==> src/rtl/bwe_pkg.sv <==
package bwe_pkg;
  typedef enum logic [2:0] {
    ST_IDLE,
    ST_FILL,
    ST_PAD,
    ST_CHECK,
    ST_CMD,
    ST_WAIT
  } bwe_state_e;
endpackage

==> src/rtl/bwe_stager.sv <==
// Moves words from the staging FIFO (or zero padding) into the memory
// write-data FIFO and counts the slots of the current burst.
module bwe_stager #(
  parameter int DATA_W    = 32,
  parameter int BURST_LEN = 64,
  parameter int CNT_W     = $clog2(BURST_LEN + 1)
) (
  input  logic              clk,
  input  logic              rst,
  input  logic              fill_en,
  input  logic              pad_en,
  input  logic              clear,
  input  logic [DATA_W-1:0] in_data,
  input  logic              in_empty,
  output logic              in_pop,
  output logic [DATA_W-1:0] mem_wdata,
  output logic              mem_wpush,
  input  logic [CNT_W-1:0]  mem_wcount,
  output logic [CNT_W-1:0]  staged,
  output logic              full
);
  localparam logic [CNT_W-1:0] LAST = CNT_W'(BURST_LEN);

  logic pad_push;

  assign full     = (staged == LAST);
  assign in_pop   = fill_en && !in_empty && !full;
  assign pad_push = pad_en && !full;

  always_ff @(posedge clk) begin
    if (rst) begin
      staged    <= '0;
      mem_wpush <= 1'b0;
      mem_wdata <= '0;
    end else begin
      mem_wpush <= in_pop || pad_push;
      mem_wdata <= in_pop ? in_data : '0;
      if (clear)
        staged <= '0;
      else if (in_pop || pad_push)
        staged <= staged + 1'b1;
    end
  end

  AST_NO_OVERSTAGE: assert property (@(posedge clk) disable iff (rst)
    mem_wpush |-> (mem_wcount < LAST));
endmodule

==> src/rtl/bwe_addr_gen.sv <==
// Burst address generator: rebases on a frame start, steps per completed burst.
module bwe_addr_gen #(
  parameter int          ADDR_W     = 28,
  parameter int          BURST_LEN  = 64,
  parameter int unsigned FRAME_BASE = 32'h0000_1000
) (
  input  logic              clk,
  input  logic              rst,
  input  logic              frame_start,
  input  logic              busy,
  input  logic              burst_done,
  output logic [ADDR_W-1:0] next_addr
);
  localparam logic [ADDR_W-1:0] BASE_A = ADDR_W'(FRAME_BASE);
  localparam logic [ADDR_W-1:0] STEP_A = ADDR_W'(BURST_LEN);

  logic rebase_pend;

  always_ff @(posedge clk) begin
    if (rst) begin
      next_addr   <= BASE_A;
      rebase_pend <= 1'b0;
    end else if (burst_done) begin
      next_addr   <= (rebase_pend || frame_start) ? BASE_A : next_addr + STEP_A;
      rebase_pend <= 1'b0;
    end else if (frame_start) begin
      if (busy)
        rebase_pend <= 1'b1;
      else
        next_addr <= BASE_A;
    end
  end
endmodule

==> src/rtl/bwe_ctrl.sv <==
// Burst sequencer: fill, pad, wait for full data FIFO, command, wait for completion.
module bwe_ctrl
  import bwe_pkg::*;
#(
  parameter int ADDR_W    = 28,
  parameter int BURST_LEN = 64,
  parameter int CNT_W     = $clog2(BURST_LEN + 1)
) (
  input  logic              clk,
  input  logic              rst,
  input  logic              calib_done,
  input  logic              wr_en,
  input  logic              full,
  input  logic [CNT_W-1:0]  staged,
  input  logic [CNT_W-1:0]  mem_wcount,
  input  logic              cmd_ready,
  input  logic              wr_done,
  input  logic [ADDR_W-1:0] next_addr,
  output logic              fill_en,
  output logic              pad_en,
  output logic              clear,
  output logic              busy,
  output logic              burst_done,
  output logic              cmd_valid,
  output logic [ADDR_W-1:0] cmd_addr,
  output bwe_state_e        state
);
  localparam logic [CNT_W-1:0] LAST = CNT_W'(BURST_LEN);

  assign fill_en    = (state == ST_FILL) && wr_en;
  assign pad_en     = (state == ST_PAD);
  assign clear      = cmd_valid && cmd_ready;
  assign burst_done = (state == ST_WAIT) && wr_done;
  assign busy       = !((state == ST_IDLE) || ((state == ST_FILL) && (staged == '0)));

  always_ff @(posedge clk) begin
    if (rst) begin
      state     <= ST_IDLE;
      cmd_valid <= 1'b0;
      cmd_addr  <= '0;
    end else begin
      case (state)
        ST_IDLE: if (calib_done && wr_en) state <= ST_FILL;
        ST_FILL: begin
          if (full)
            state <= ST_CHECK;
          else if (!wr_en)
            state <= (staged == '0) ? ST_IDLE : ST_PAD;
        end
        ST_PAD: if (full) state <= ST_CHECK;
        ST_CHECK: begin
          if (mem_wcount == LAST) begin
            cmd_valid <= 1'b1;
            cmd_addr  <= next_addr;
            state     <= ST_CMD;
          end
        end
        ST_CMD: begin
          if (cmd_ready) begin
            cmd_valid <= 1'b0;
            state     <= ST_WAIT;
          end
        end
        ST_WAIT: begin
          if (wr_done)
            state <= (calib_done && wr_en) ? ST_FILL : ST_IDLE;
        end
        default: state <= ST_IDLE;
      endcase
    end
  end

  AST_CMD_HOLD: assert property (@(posedge clk) disable iff (rst)
    (cmd_valid && !cmd_ready) |=> (cmd_valid && $stable(cmd_addr)));
  AST_CMD_STAGED: assert property (@(posedge clk) disable iff (rst)
    cmd_valid |-> (mem_wcount == LAST));
endmodule

==> src/rtl/burst_wr_engine.sv <==
module burst_wr_engine
  import bwe_pkg::*;
#(
  parameter int          DATA_W     = 32,
  parameter int          ADDR_W     = 28,
  parameter int          BURST_LEN  = 64,
  parameter int unsigned FRAME_BASE = 32'h0000_1000,
  localparam int         CNT_W      = $clog2(BURST_LEN + 1)
) (
  input  logic              clk,
  input  logic              rst,
  input  logic              calib_done,
  input  logic              wr_en,
  input  logic [DATA_W-1:0] in_data,
  input  logic              in_empty,
  output logic              in_pop,
  output logic [DATA_W-1:0] mem_wdata,
  output logic              mem_wpush,
  input  logic [CNT_W-1:0]  mem_wcount,
  output logic              cmd_valid,
  output logic [ADDR_W-1:0] cmd_addr,
  input  logic              cmd_ready,
  input  logic              wr_done
);
  logic              wr_en_q;
  logic              frame_start;
  logic              fill_en, pad_en, clear, busy, burst_done, full;
  logic [CNT_W-1:0]  staged;
  logic [ADDR_W-1:0] next_addr;
  bwe_state_e        state;

  always_ff @(posedge clk) begin
    if (rst) wr_en_q <= 1'b0;
    else     wr_en_q <= wr_en;
  end
  assign frame_start = wr_en && !wr_en_q;

  bwe_ctrl #(.ADDR_W(ADDR_W), .BURST_LEN(BURST_LEN), .CNT_W(CNT_W)) u_ctrl (
    .clk(clk), .rst(rst), .calib_done(calib_done), .wr_en(wr_en),
    .full(full), .staged(staged), .mem_wcount(mem_wcount),
    .cmd_ready(cmd_ready), .wr_done(wr_done), .next_addr(next_addr),
    .fill_en(fill_en), .pad_en(pad_en), .clear(clear), .busy(busy),
    .burst_done(burst_done), .cmd_valid(cmd_valid), .cmd_addr(cmd_addr),
    .state(state)
  );

  bwe_stager #(.DATA_W(DATA_W), .BURST_LEN(BURST_LEN), .CNT_W(CNT_W)) u_stager (
    .clk(clk), .rst(rst), .fill_en(fill_en), .pad_en(pad_en), .clear(clear),
    .in_data(in_data), .in_empty(in_empty), .in_pop(in_pop),
    .mem_wdata(mem_wdata), .mem_wpush(mem_wpush), .mem_wcount(mem_wcount),
    .staged(staged), .full(full)
  );

  bwe_addr_gen #(.ADDR_W(ADDR_W), .BURST_LEN(BURST_LEN), .FRAME_BASE(FRAME_BASE)) u_addr (
    .clk(clk), .rst(rst), .frame_start(frame_start), .busy(busy),
    .burst_done(burst_done), .next_addr(next_addr)
  );

  AST_CALIB_GATE: assert property (@(posedge clk) disable iff (rst)
    ((state == ST_IDLE) && !calib_done) |-> !in_pop);
  AST_WAIT_QUIET: assert property (@(posedge clk) disable iff (rst)
    (state == ST_WAIT) |-> (!in_pop && !mem_wpush));
endmodule

==> config.mk <==
export PLATFORM = sky130hd
export DESIGN_NAME = burst_wr_engine
export DESIGN_NICKNAME = d
export VERILOG_FILES = /design/src/rtl/bwe_pkg.sv /design/src/rtl/bwe_stager.sv /design/src/rtl/bwe_addr_gen.sv /design/src/rtl/bwe_ctrl.sv /design/src/rtl/burst_wr_engine.sv
export SDC_FILE = /design/constraint.sdc
export NUM_CORES = 1
export LEC_CHECK = 0
export ABC_AREA = 0
export ABC_CLOCK_PERIOD_IN_PS = 4770
export BUFFER_PORTS_ARGS = -buffer_cell sky130_fd_sc_hd__clkbuf_2
export CORE_ASPECT_RATIO = 2
export CORE_MARGIN = 2
export CORE_UTILIZATION = 59
export CTS_BUF_LIST = sky130_fd_sc_hd__clkbuf_4
export DETAILED_ROUTE_END_ITERATION = 6
export GPL_TIMING_DRIVEN = 0
export PLACE_DENSITY = 0.95
export SLEW_MARGIN = 10
export SYNTH_ARGS = -nofsm -noshare
export SYNTH_HDL_FRONTEND = slang
export SYNTH_HIERARCHICAL = 1
export SYNTH_SLANG_ARGS = --single-unit
==> constraint.sdc <==
create_clock -name clk -period 4.77 [get_ports clk]
set_clock_uncertainty 0.15 [all_clocks]
set_input_delay 0.2385 -clock clk [delete_from_list [all_inputs] [get_ports clk]]
set_output_delay 0.2385 -clock clk [all_outputs]
set_load 0.05 [all_outputs]
==> out/metrics.cfg <==
[hold_path]
min_path_cells=2
min_from=rst
worst_hold_path.endpoint=u_stager/mem_wpush
hp-class=primary input to flop

[job]
max_cap_viol_count=0

[critical_path]
worst_ep_required_time_ps=5010
r2r_end=u_addr/next_addr[27]
r2r_slack_ps=2170
reg2reg_depth=8
crit_path_max_fanout=10
reg2reg_from=u_ctrl/state[2]
worst-setup-path-type=flop to flop
crit_arrival_ps=2850
cp-start-kind=flop
worstSetupEndpointType=flop

[floorplan]
rows=43
top_level_ports=109
start_util=0.600
dieHeight_um=122
core_area_um2=6830
die_w_um=62.9
die_area_um2=7670

[logic_synthesis]
yosys.area_share.simple=0.278
synth_edf_count=0
synth_area_leader_cell=dfxtp_1
yosys.area_share.adder=0.00916
synthTopCellsByArea=dfxtp_1, mux2i_1, and2_4
synth_area_um2=4100
synth.distinct_cells=69
yosys.area.top_type_share=0.469
synth_xor_area_frac=0.0150
synth_seq_cells=96
synth_mux_area_frac=0.0770
yosysWarnings=6
ys.flop_type=dfxtp_1
yosysSeqAreaShare=0.469
async_flop_share=0
yosys-top-cells-count=dfxtp_1, nor2_1, and2_4, mux2i_1, a21oi_1
synth_top_family_by_area=simple AND/OR/NAND/NOR gates
yosysMostFrequentCell=dfxtp_1
synth_compound_area_frac=0.104
syn_avg_cell_area_um2=10.0
syn_inst=408

[sta]
setup_viol=0
tns_ps=0
setup_ws_ps=2170
slew_viol_final=0
maxSlewHeadroom=0.625
fin_crit_ps=2600
max_freq_ghz=0.384
hold_viol=0
max_slew.worst_pin.slew_ps=559
grt_setup_unrepaired=false
fin_crit_sh=0.546

[clock_network]
cts_buffers=9
cts_tree=built
insertion_delay_ps=460
clockBufferDepth=2
h-tree-depth=3
path_clk_slew_ps=150
cts_resized=0
cts.sinks=96
cts-root-buf=clkbuf_4

[outcome]
status=completed

[route]
drtIter0Drc=270
routed_wl_um=10700
postRouteAntennaNets=0
via_per_inst=5.42
post_drt_wl_per_cell_um=16.1
drc=0
vias=3586
dr.pass1.iters=5

[power_and_ir_drop]
pwr-share-clk=0.303
p_sw_mw=0.448
p_leak_nw=2.56
swShare=0.281
ir_worst_vdd_v=0.000288
combinationalPowerShare=0.170
p_per_area_nw_per_um2=302
intPower_mw=1.15
seq_power_share=0.527

[place]
dpl.cell_count=611
dp_hpwl_um=6510
dp_slack_ps=2290
gp_congestion=0.886
io_buffers=108

[global_routing]
track_usage=0.282
grt_pass1_vias=3516
grt_pass1_wl_um=16900
grt_max_degree=16
grt_remaining_overflow=0
antenna_found_initial=0

[cells_and_area]
diodes=0
fillers=422
drive_gt1_frac=0.337
fin_nets=616
final_cells=662
area_delta_synth_final_pct=28.7

metal layers:
metal	track usage	share of wire
met1	0.314	0.38
met2	0.515	0.53
met3	0.0711	0.062
met4	0.0944	0.028
met5	0	0
worst max-delay path by stage:
stage | start | to | slack, ps | cells past startpoint
after floorplan | u_ctrl/state[2] | u_addr/next_addr[9] | 2630 | 7
after global placement | u_ctrl/state[2] | u_addr/next_addr[27] | 2310 | 8
after detailed placement | u_ctrl/state[2] | u_addr/next_addr[27] | 2290 | 8
after CTS | u_ctrl/state[2] | u_addr/next_addr[27] | 2230 | 8
after global routing | u_ctrl/state[2] | u_addr/next_addr[26] | 2030 | 7
final | u_ctrl/state[2] | u_addr/next_addr[27] | 2170 | 8
logic make-up after synthesis:
family	after synthesis
xor+xnor	7
other cells	1
fa+ha+maj	3
compound gates	66
buf+inv	30
simple gates	174
flops	96
mux	31
layout by cell type (no fill, tap or decap), types with 4 or more instances in the layout:
master / n
or3_1: 9
conb_1: 6
or4_1: 5
o21ai_0: 17
clkbuf_2: 108
mux2i_1: 30
buf_4: 8
xor2_1: 5
nor2_1: 48
and2_4: 30
clkbuf_1: 8
nand3_1: 7
clkbuf_4: 10
and3_1: 5
nand4_1: 6
nand2_1: 15
a21oi_1: 25
o211ai_1: 4
nand3b_1: 5
dlygate4sd3_1: 35
o2111ai_1: 5
dfxtp_1: 96
nor2b_1: 4
buf_6: 6
inv_1: 5
per-stage QoR:
| stage | cell area [µm²] | total power, mW | utilization | hold WS [ps] |
|---|---|---|---|---|
| 3_5_place_dp | 4770 | 1.10 | 0.698 | 307 |
| 6_report | 5270 | 1.59 | 0.772 | 41.4 |
| 5_1_grt | 5270 | 1.65 | 0.772 | 45.2 |
| 4_1_cts | 5270 | 1.58 | 0.772 | 21.0 |
| 2_1_floorplan | 4120 | 1.03 | - | 153 |
| 3_3_place_gp | 4770 | 1.09 | 0.698 | 303 |
power groups by stage:
stage | clock network (mW) | logic, mW | registers [mW]
finish | 0.483 | 0.271 | 0.839
global route | 0.518 | 0.290 | 0.843
CTS | 0.476 | 0.263 | 0.839
detailed placement | 0 | 0.240 | 0.856
global placement | 0 | 0.231 | 0.855
floorplan | 0 | 0.144 | 0.884
layout make-up:
| class | count | area [µm²] | share of cell area |
|---|---|---|---|
| Buffer | 25 | 175 | 0.0332 |
| Clock buffer | 9 | 67.6 | 0.0128 |
| Clock inverter | 7 | 86.3 | 0.0164 |
| Inverter | 5 | 18.8 | 0.00356 |
| Multi-Input combinational cell | 287 | 2000 | 0.379 |
| Sequential cell | 96 | 1920 | 0.364 |
| Tap cell | 90 | 113 | 0.0214 |
| Timing Repair Buffer | 143 | 891 | 0.169 |
flip-flops by register name (all words and copies together), names as in the netlist:
signal	flops
u_stager/mem_wdata	32
u_ctrl/cmd_addr	28
u_addr/next_addr	22
u_stager/staged	7
u_ctrl/state	3
u_addr/rebase_pend	1
u_ctrl/cmd_valid	1
u_stager/mem_wpush	1
wr_en_q	1
worst max-delay path: stages, from the launching register on:
cell and delay [ps]:
dfxtp_1 450, clkbuf_1 330, and3_1 220, buf_4 160, or3b_1 410, buf_2 210, nor2_1 280, o311ai_0 220
nand2_1 100
repair_timing:
| item | 4_1_cts | 5_1_grt |
|---|---|---|
| hold buffers | 35 | 0 |
| buffers inserted | 0 | 0 |
| endpoints found under the hold margin | 34 | 0 |
Note: power is estimated with default switching activity, not from simulation.
